$ cat src/rtl/i2c_ctl_pkg.sv
package i2c_ctl_pkg;

  localparam int ADDR_W   = 7;
  localparam int DATA_W   = 9;
  localparam int BYTE_W   = 8;
  localparam int NUM_REGS = 17;
  localparam int STATUS_W = 4;

  localparam logic [ADDR_W-1:0] STATUS_ADDR = 7'h0F;
  localparam logic [ADDR_W-1:0] SOFT_ADDR   = 7'h10;

  typedef struct packed {
    logic shiftIn;
    logic capPtr;
    logic wrWord;
    logic loadTxHi;
    logic loadTxLo;
    logic shiftTx;
  } strobes_t;

  typedef enum logic [3:0] {
    ST_IDLE, ST_ADDR, ST_ADDR_ACK, ST_HI, ST_HI_ACK, ST_LO, ST_LO_ACK,
    ST_TX_HI, ST_TX_LO, ST_MACK_HI, ST_MACK_LO, ST_SKIP
  } state_t;

  function automatic logic [DATA_W-1:0] regMask(input logic [ADDR_W-1:0] a);
    case (a)
      7'h00, 7'h0C:                      return 9'h07F;
      7'h01, 7'h02, 7'h03, 7'h04,
      7'h05, 7'h06, 7'h07:               return 9'h01F;
      7'h0A:                             return 9'h03F;
      7'h08, 7'h09, 7'h0B, 7'h0D, 7'h0E: return 9'h0FF;
      default:                           return '0;
    endcase
  endfunction

  function automatic logic [DATA_W-1:0] regDefault(input logic [ADDR_W-1:0] a);
    case (a)
      7'h0A:   return 9'h02B;
      7'h0B:   return 9'h04B;
      default: return '0;
    endcase
  endfunction

endpackage

$ cat src/rtl/i2c_ctl_fsm.sv
module i2c_ctl_fsm
  import i2c_ctl_pkg::*;
#(
  parameter logic [ADDR_W-1:0] DEV_ADDR = 7'h3B,
  parameter int SYNC_STAGES = 2
) (
  input  logic             clk,
  input  logic             rstN,
  input  logic             sclIn,
  input  logic             sdaIn,
  input  logic [BYTE_W-1:0] rxByte,
  input  logic             txMsb,
  output strobes_t         str,
  output logic             sdaBit,
  output logic             sdaLow
);

  localparam int CNT_W = $clog2(BYTE_W);
  localparam logic [CNT_W-1:0] LAST_BIT = CNT_W'(BYTE_W - 1);

  logic [SYNC_STAGES-1:0] sclPipe, sdaPipe;
  logic sclS, sdaS, sclQ, sdaQ;
  logic sclRise, sclFall, startDet, stopDet;

  state_t state;
  logic [CNT_W-1:0] bitCnt;
  logic byteDone, ackDrive, isRead, mNack, txActive;

  always_ff @(posedge clk) begin
    if (!rstN) begin
      sclPipe <= '1;
      sdaPipe <= '1;
      sclQ    <= 1'b1;
      sdaQ    <= 1'b1;
    end else begin
      sclPipe <= {sclPipe[SYNC_STAGES-2:0], sclIn};
      sdaPipe <= {sdaPipe[SYNC_STAGES-2:0], sdaIn};
      sclQ    <= sclS;
      sdaQ    <= sdaS;
    end
  end

  assign sclS     = sclPipe[SYNC_STAGES-1];
  assign sdaS     = sdaPipe[SYNC_STAGES-1];
  assign sdaBit   = sdaS;
  assign sclRise  = sclS & ~sclQ;
  assign sclFall  = ~sclS & sclQ;
  assign startDet = sclS & sclQ & sdaQ & ~sdaS;
  assign stopDet  = sclS & sclQ & ~sdaQ & sdaS;

  assign txActive = (state == ST_TX_HI) || (state == ST_TX_LO);
  assign sdaLow   = ackDrive | (txActive & ~txMsb);

  always_comb begin
    str = '0;
    if (!(startDet || stopDet)) begin
      case (state)
        ST_ADDR, ST_HI, ST_LO: begin
          str.shiftIn = sclRise;
          if (sclFall && byteDone) begin
            str.capPtr = (state == ST_HI);
            str.wrWord = (state == ST_LO);
          end
        end
        ST_ADDR_ACK:        str.loadTxHi = sclFall && isRead;
        ST_TX_HI, ST_TX_LO: str.shiftTx  = sclFall && (bitCnt != LAST_BIT);
        ST_MACK_HI:         str.loadTxLo = sclFall && !mNack;
        default: ;
      endcase
    end
  end

  always_ff @(posedge clk) begin
    if (!rstN) begin
      state    <= ST_IDLE;
      bitCnt   <= '0;
      byteDone <= 1'b0;
      ackDrive <= 1'b0;
      isRead   <= 1'b0;
      mNack    <= 1'b0;
    end else if (stopDet) begin
      state    <= ST_IDLE;
      ackDrive <= 1'b0;
      byteDone <= 1'b0;
    end else if (startDet) begin
      state    <= ST_ADDR;
      bitCnt   <= '0;
      byteDone <= 1'b0;
      ackDrive <= 1'b0;
    end else begin
      case (state)
        ST_ADDR, ST_HI, ST_LO: begin
          if (sclRise) begin
            bitCnt <= bitCnt + 1'b1;
            if (bitCnt == LAST_BIT) byteDone <= 1'b1;
          end else if (sclFall && byteDone) begin
            byteDone <= 1'b0;
            bitCnt   <= '0;
            if (state == ST_ADDR) begin
              if (rxByte[BYTE_W-1:1] == DEV_ADDR) begin
                ackDrive <= 1'b1;
                isRead   <= rxByte[0];
                state    <= ST_ADDR_ACK;
              end else begin
                state <= ST_SKIP;
              end
            end else begin
              ackDrive <= 1'b1;
              state    <= (state == ST_HI) ? ST_HI_ACK : ST_LO_ACK;
            end
          end
        end
        ST_ADDR_ACK, ST_HI_ACK, ST_LO_ACK: begin
          if (sclFall) begin
            ackDrive <= 1'b0;
            bitCnt   <= '0;
            case (state)
              ST_ADDR_ACK: state <= isRead ? ST_TX_HI : ST_HI;
              ST_HI_ACK:   state <= ST_LO;
              default:     state <= ST_SKIP;
            endcase
          end
        end
        ST_TX_HI, ST_TX_LO: begin
          if (sclFall) begin
            if (bitCnt == LAST_BIT) begin
              bitCnt <= '0;
              state  <= (state == ST_TX_HI) ? ST_MACK_HI : ST_MACK_LO;
            end else begin
              bitCnt <= bitCnt + 1'b1;
            end
          end
        end
        ST_MACK_HI, ST_MACK_LO: begin
          if (sclRise) mNack <= sdaS;
          else if (sclFall)
            state <= (state == ST_MACK_HI && !mNack) ? ST_TX_LO : ST_SKIP;
        end
        default: ;
      endcase
    end
  end

  // a new pull-down only starts during SCL low
  p_sda_grab_scl_low_r11: assert property (@(posedge clk) disable iff (!rstN)
    (sdaLow && !$past(sdaLow)) |-> !sclS);

  // STOP returns the machine to idle with the line released
  p_stop_idles_r9: assert property (@(posedge clk) disable iff (!rstN)
    stopDet |=> (state == ST_IDLE && !sdaLow));

  // START rearms address reception
  p_start_rearms_r2: assert property (@(posedge clk) disable iff (!rstN)
    startDet |=> (state == ST_ADDR && bitCnt == '0));

  // a foreign address is never acknowledged
  p_foreign_no_ack_r2: assert property (@(posedge clk) disable iff (!rstN)
    (state == ST_ADDR && sclFall && byteDone && !startDet && !stopDet &&
     rxByte[BYTE_W-1:1] != DEV_ADDR) |=> (state == ST_SKIP && !sdaLow));

  // at most one datapath action per cycle
  p_single_strobe_r3: assert property (@(posedge clk) disable iff (!rstN)
    $onehot0({str.shiftIn, str.capPtr, str.wrWord, str.loadTxHi, str.loadTxLo, str.shiftTx}));

endmodule

$ cat src/rtl/i2c_ctl_datapath.sv
module i2c_ctl_datapath
  import i2c_ctl_pkg::*;
#(
  parameter int NREG = NUM_REGS,
  parameter int DW   = DATA_W,
  parameter int SW   = STATUS_W
) (
  input  logic               clk,
  input  logic               rstN,
  input  strobes_t           str,
  input  logic               sdaBit,
  input  logic [SW-1:0]      statusIn,
  output logic [NREG*DW-1:0] regsOut,
  output logic [BYTE_W-1:0]  rxByte,
  output logic               txMsb
);

  localparam int NUM_RW = int'(STATUS_ADDR);

  logic [BYTE_W-1:0] rxShift, txShift;
  logic [ADDR_W-1:0] ptr;
  logic              hiBit;
  logic [DW-1:0]     bank [NUM_RW];
  logic [DW-1:0]     wrData, readVal;
  logic              softHit;

  assign wrData  = {hiBit, rxShift};
  assign softHit = str.wrWord && (ptr == SOFT_ADDR) && wrData[0];
  assign rxByte  = rxShift;
  assign txMsb   = txShift[BYTE_W-1];

  always_ff @(posedge clk) begin
    if (!rstN) begin
      rxShift <= '0;
      txShift <= '1;
      ptr     <= '0;
      hiBit   <= 1'b0;
    end else begin
      if (str.shiftIn)  rxShift <= {rxShift[BYTE_W-2:0], sdaBit};
      if (str.capPtr) begin
        ptr   <= rxShift[BYTE_W-1:1];
        hiBit <= rxShift[0];
      end
      if (str.loadTxHi) txShift <= {{(BYTE_W-1){1'b0}}, readVal[DW-1]};
      if (str.loadTxLo) txShift <= readVal[BYTE_W-1:0];
      if (str.shiftTx)  txShift <= {txShift[BYTE_W-2:0], 1'b1};
    end
  end

  for (genvar i = 0; i < NREG; i++) begin : g_slot
    if (i < NUM_RW) begin : g_rw
      localparam logic [ADDR_W-1:0] IDX = ADDR_W'(i);
      always_ff @(posedge clk) begin
        if (!rstN || softHit)
          bank[i] <= regDefault(IDX);
        else if (str.wrWord && ptr == IDX)
          bank[i] <= wrData & regMask(IDX);
      end
      assign regsOut[i*DW +: DW] = bank[i];
    end else begin : g_fixed
      assign regsOut[i*DW +: DW] = '0;
    end
  end

  always_comb begin
    readVal = '0;
    if (ptr == STATUS_ADDR) readVal = DW'(statusIn);
    for (int k = 0; k < NUM_RW; k++)
      if (ptr == ADDR_W'(k)) readVal = bank[k];
  end

  function automatic logic [NREG*DW-1:0] defaultFlat();
    logic [NREG*DW-1:0] v;
    v = '0;
    for (int k = 0; k < NUM_RW; k++) v[k*DW +: DW] = regDefault(ADDR_W'(k));
    return v;
  endfunction

  // a soft reset write restores every register
  p_soft_defaults_r7: assert property (@(posedge clk) disable iff (!rstN)
    softHit |=> (regsOut == defaultFlat()));

  // status register writes leave the bank alone
  p_status_ro_r6: assert property (@(posedge clk) disable iff (!rstN)
    (str.wrWord && ptr == STATUS_ADDR) |=> $stable(regsOut));

  // writes beyond the map leave the bank alone
  p_beyond_map_r8: assert property (@(posedge clk) disable iff (!rstN)
    (str.wrWord && ptr > SOFT_ADDR) |=> $stable(regsOut));

endmodule

$ cat src/rtl/i2c_ctl_regs.sv
module i2c_ctl_regs #(
  parameter logic [6:0] DEV_ADDR    = 7'h3B,
  parameter int         SYNC_STAGES = 2,
  parameter int         NREG        = 17,
  parameter int         DW          = 9,
  parameter int         SW          = 4
) (
  input  logic               clk,
  input  logic               rstN,
  input  logic               sclIn,
  input  logic               sdaIn,
  output logic               sdaPullLow,
  input  logic [SW-1:0]      statusIn,
  output logic [NREG*DW-1:0] regsOut
);

  i2c_ctl_pkg::strobes_t str;
  logic [i2c_ctl_pkg::BYTE_W-1:0] rxByte;
  logic txMsb, sdaBit;

  i2c_ctl_fsm #(.DEV_ADDR(DEV_ADDR), .SYNC_STAGES(SYNC_STAGES)) ctrl_i (
    .clk(clk), .rstN(rstN), .sclIn(sclIn), .sdaIn(sdaIn),
    .rxByte(rxByte), .txMsb(txMsb), .str(str), .sdaBit(sdaBit), .sdaLow(sdaPullLow)
  );

  i2c_ctl_datapath #(.NREG(NREG), .DW(DW), .SW(SW)) data_i (
    .clk(clk), .rstN(rstN), .str(str), .sdaBit(sdaBit), .statusIn(statusIn),
    .regsOut(regsOut), .rxByte(rxByte), .txMsb(txMsb)
  );

endmodule

$ cat config.mk
export PLATFORM = sky130hd
export DESIGN_NAME = i2c_ctl_regs
export DESIGN_NICKNAME = d
export VERILOG_FILES = /design/src/rtl/i2c_ctl_pkg.sv /design/src/rtl/i2c_ctl_fsm.sv /design/src/rtl/i2c_ctl_datapath.sv /design/src/rtl/i2c_ctl_regs.sv
export SDC_FILE = /design/constraint.sdc
export NUM_CORES = 1
export LEC_CHECK = 0
export BUFFER_PORTS_ARGS = -buffer_cell sky130_fd_sc_hd__buf_2
export CAP_MARGIN = 20
export CELL_PAD_IN_SITES_DETAIL_PLACEMENT = 0
export CELL_PAD_IN_SITES_GLOBAL_PLACEMENT = 2
export CORE_MARGIN = 3
export CORE_UTILIZATION = 35
export CTS_CLUSTER_DIAMETER = 200
export DETAILED_ROUTE_END_ITERATION = 12
export HOLD_SLACK_MARGIN = 0.03
export PLACE_DENSITY_LB_ADDON = 0.08
export SLEW_MARGIN = 20
export SYNTH_ARGS = -nofsm -noshare
export SYNTH_HDL_FRONTEND = slang
export SYNTH_SLANG_ARGS = --single-unit
$ cat constraint.sdc
create_clock -name clk -period 3.3 [get_ports clk]
set_clock_uncertainty 0.15 [all_clocks]
set_input_delay 0.66 -clock clk [delete_from_list [all_inputs] [get_ports clk]]
set_output_delay 0.66 -clock clk [all_outputs]
set_load 0.02 [all_outputs]
==> impl_metrics.ini <==
[outcome]
status = complete, no violations

[yosys]
yosysUniqueCellTypes = 82
yosys.area_share.simple = 0.239
synth_cells = 737
ys_ff_latch = 135
seq_area_frac_synth = 0.481
synth_top_family_by_area = simple AND/OR/NAND/NOR gates
yosys_warnings = 0
syn_area_per_cell_um2 = 10.3
synth-async-reset-ratio = 0
synthFlopType = edfxtp_1
synth_xor_xnor_area_share = 0
synth_compound_area_frac = 0.129
synth.mux.area_fraction = 0.0448
synthAdderAreaFrac = 0.00330
syn_area_um2 = 7590
synth_edf_count = 95

[global_routing]
grt_pass1_vias = 5908
grt_max_degree = 31
grt_usage = 0.216
grt_first_pass_wirelength_um = 38400
grt_overflow = 0
antenna_found_initial = 0

[detailed_routing]
drtIter0Drc = 506
wl_per_cell_um = 22.9
drtAntennaViolNets = 0
via_per_inst = 5.43
totalWireLength_um = 25900
vias = 6128
first_pass_iters = 5
drc = 0

[layout]
multi_input_area_um2 = 3370
register_area_um2 = 3650
area_growth_pct = 16.8
antenna_cells = 0
fill_cells = 2051
drive_gt1_frac = 0.233
final_nets = 850

[cts]
clkSlewWorstSetupHoldPaths_ns = 0.06
holdBufCountCts = 0
clk_latency_ns = 0.42
cts.repair.resized = 0
clockBufferDepth = 2
cts_sinks = 135
cts_made_buffers = 17
cts_tree = done
cts.htree.levels = 4
cts_setup_buffers = 0
cts_root_buffer = clkbuf_16

[timing]
fin_crit_sh = 0.847
fmax_mhz = 358
rsz0062_at_grt = false
worst_pin_slew_ns = 1.01
drv_slew = 0
tns_ns = 0
setup_violations = 0
period_minus_slack_ns = 2.79
hold_violations = 0
slew_headroom = 0.321

[critical_path]
rr_worst_depth = 5
regToRegEndpoint = data_i.bank[9][2]
path_delay_family = simple AND/OR/NAND/NOR gates
arrival_ns = 2.65
critPathMaxStageDelay_ns = 0.67
r2r-start = ctrl_i.byteDone
worst-path-buf-inv = 0
critPathMostFrequentCell = nor2_1
cp_max_fo = 17
end_kind = register
path_cells = nor3b_2 > nand4_4 > nor2_1 > nor2_1 > o21ai_0
crit_required_ns = 3.16
path_class = register to register
slowest_stage = nor2_1
ff2ff_setup_slack_ns = 0.51
critPathLaunchType = register

[die]
rows = 53
dieArea_um2 = 23500
start_util = 0.359
io-pin-count = 162
die_w_um = 153
coreArea_um2 = 21200
die_y_um = 153

[min_path]
hold_depth = 1
min_path_type = register to register
hold_start = ctrl_i.sdaPipe[0]
holdPathEnd = ctrl_i.sdaPipe[1]

[power]
ir_drop_uv = 388
p_total_uw = 4140
p_per_area_nw_per_um2 = 467
leakagePower_uw = 0.00359

[placement]
place_hpwl_um = 18700
routabilityCongestion = 0.896
place.port_buffers = 103

[flow_run]
cap_viol_max_count = 0
cells in the mapped netlist (10+ instances only):
master	count	area [um2]
nor3_1	13	65.1
nand2b_1	24	150
nand2_1	31	116
nand3_1	13	65.1
nor2_1	32	120
dfxtp_1	40	801
nor2b_1	30	188
mux2i_1	25	250
and3_1	54	338
buf_4	66	495
and2_1	47	294
o31ai_1	12	90.1
clkbuf_1	30	113
o21ai_0	29	145
edfxtp_1	95	2850
inv_1	10	37.5
a21oi_1	21	105
buf_2	17	85.1
placed cells by master, fill, tap and decap left out, drive strengths merged, types with 4 or more instances in the layout:
cell type	synthesis	final
a31oi	9	9
nand2b	24	24
buf	86	148
nor2b	31	31
edfxtp	95	95
inv	10	11
nor4	4	4
nand3	13	13
o211ai	9	9
clkinv	0	4
mux2i	25	25
nor2	33	33
mux2	4	4
dfxtp	40	40
a211oi	6	6
o21ai	30	30
and3	54	54
and4b	4	4
nor3b	8	8
nor3	14	14
a22oi	9	9
o31ai	12	12
nand4b	5	5
clkbuf	35	23
nand4	8	8
nand2	31	31
and2	48	48
and2b	4	4
a21oi	22	22
conb	1	58
state kept, by name, summed over array words and instances, names as in the netlist:
signal           cells
ctrl_i.sclQ          1
data_i.rxByte        8
ctrl_i.sclPipe       2
data_i.bank         95
ctrl_i.bitCnt        3
ctrl_i.ackDrive      1
ctrl_i.byteDone      1
ctrl_i.isRead        1
ctrl_i.sdaPipe       2
data_i.ptr           7
ctrl_i.sdaQ          1
ctrl_i.state         4
data_i.txShift       8
ctrl_i.mNack         1
report_power, final:
part           switching (uW)  internal [uW]  total (uW)
sequential               50.2           1870        1920
clock                     741           1170        1910
combinational             227           79.8         307
how the worst max path moves through the flow:
stage	start	to	slack, ns	cells past startpoint
2_1_floorplan	data_i.ptr[3]	data_i.bank[11][0]	1.03	4
3_3_place_gp	rstN	data_i.bank[9][3]	0.54	4
3_5_place_dp	rstN	data_i.bank[9][2]	0.43	4
4_1_cts	ctrl_i.state[3]	sdaPullLow	0.54	5
5_1_grt	ctrl_i.state[3]	sdaPullLow	0.36	5
6_report	ctrl_i.byteDone	data_i.bank[9][2]	0.51	5
kinds of logic after synthesis:
group	Yosys count
AND/OR/NAND/NOR	297
buffers and inverters	131
other	1
AO/OA/AOI/OAI	140
adder cells (fa/ha/maj)	2
multiplexers	31
flip-flops	135
cell type report:
cell class / count / area share
clock buffer: 23 / 0.0576
timing repair buffer: 148 / 0.0963
inverter: 10 / 0.00423
tap: 275 / 0.0388
multi-input combinational: 528 / 0.381
clock inverter: 9 / 0.0100
sequential: 135 / 0.412
per-layer routing:
metal  track usage  up-vias  routed length (um)
met4        0.0641        0                 444
met5             0        -                   0
met3        0.0484       34                1910
li1              -     2793                   -
met1         0.313     3011               12000
met2         0.324      290               11500
per-stage QoR:
step	hold WS [ns]	instance area, um2	setup WS (ns)	util	std cells
finish	0.255	8860	0.505	0.419	1128
global route	0.244	8860	0.361	0.419	1128
CTS	0.251	8860	0.538	0.419	1128
detailed placement	0.245	8260	0.425	0.390	1096
global placement	0.244	8260	0.538	0.390	1096
floorplan	0.236	7800	1.03	-	794
No activity file was read; power rests on OpenSTA's default activity.
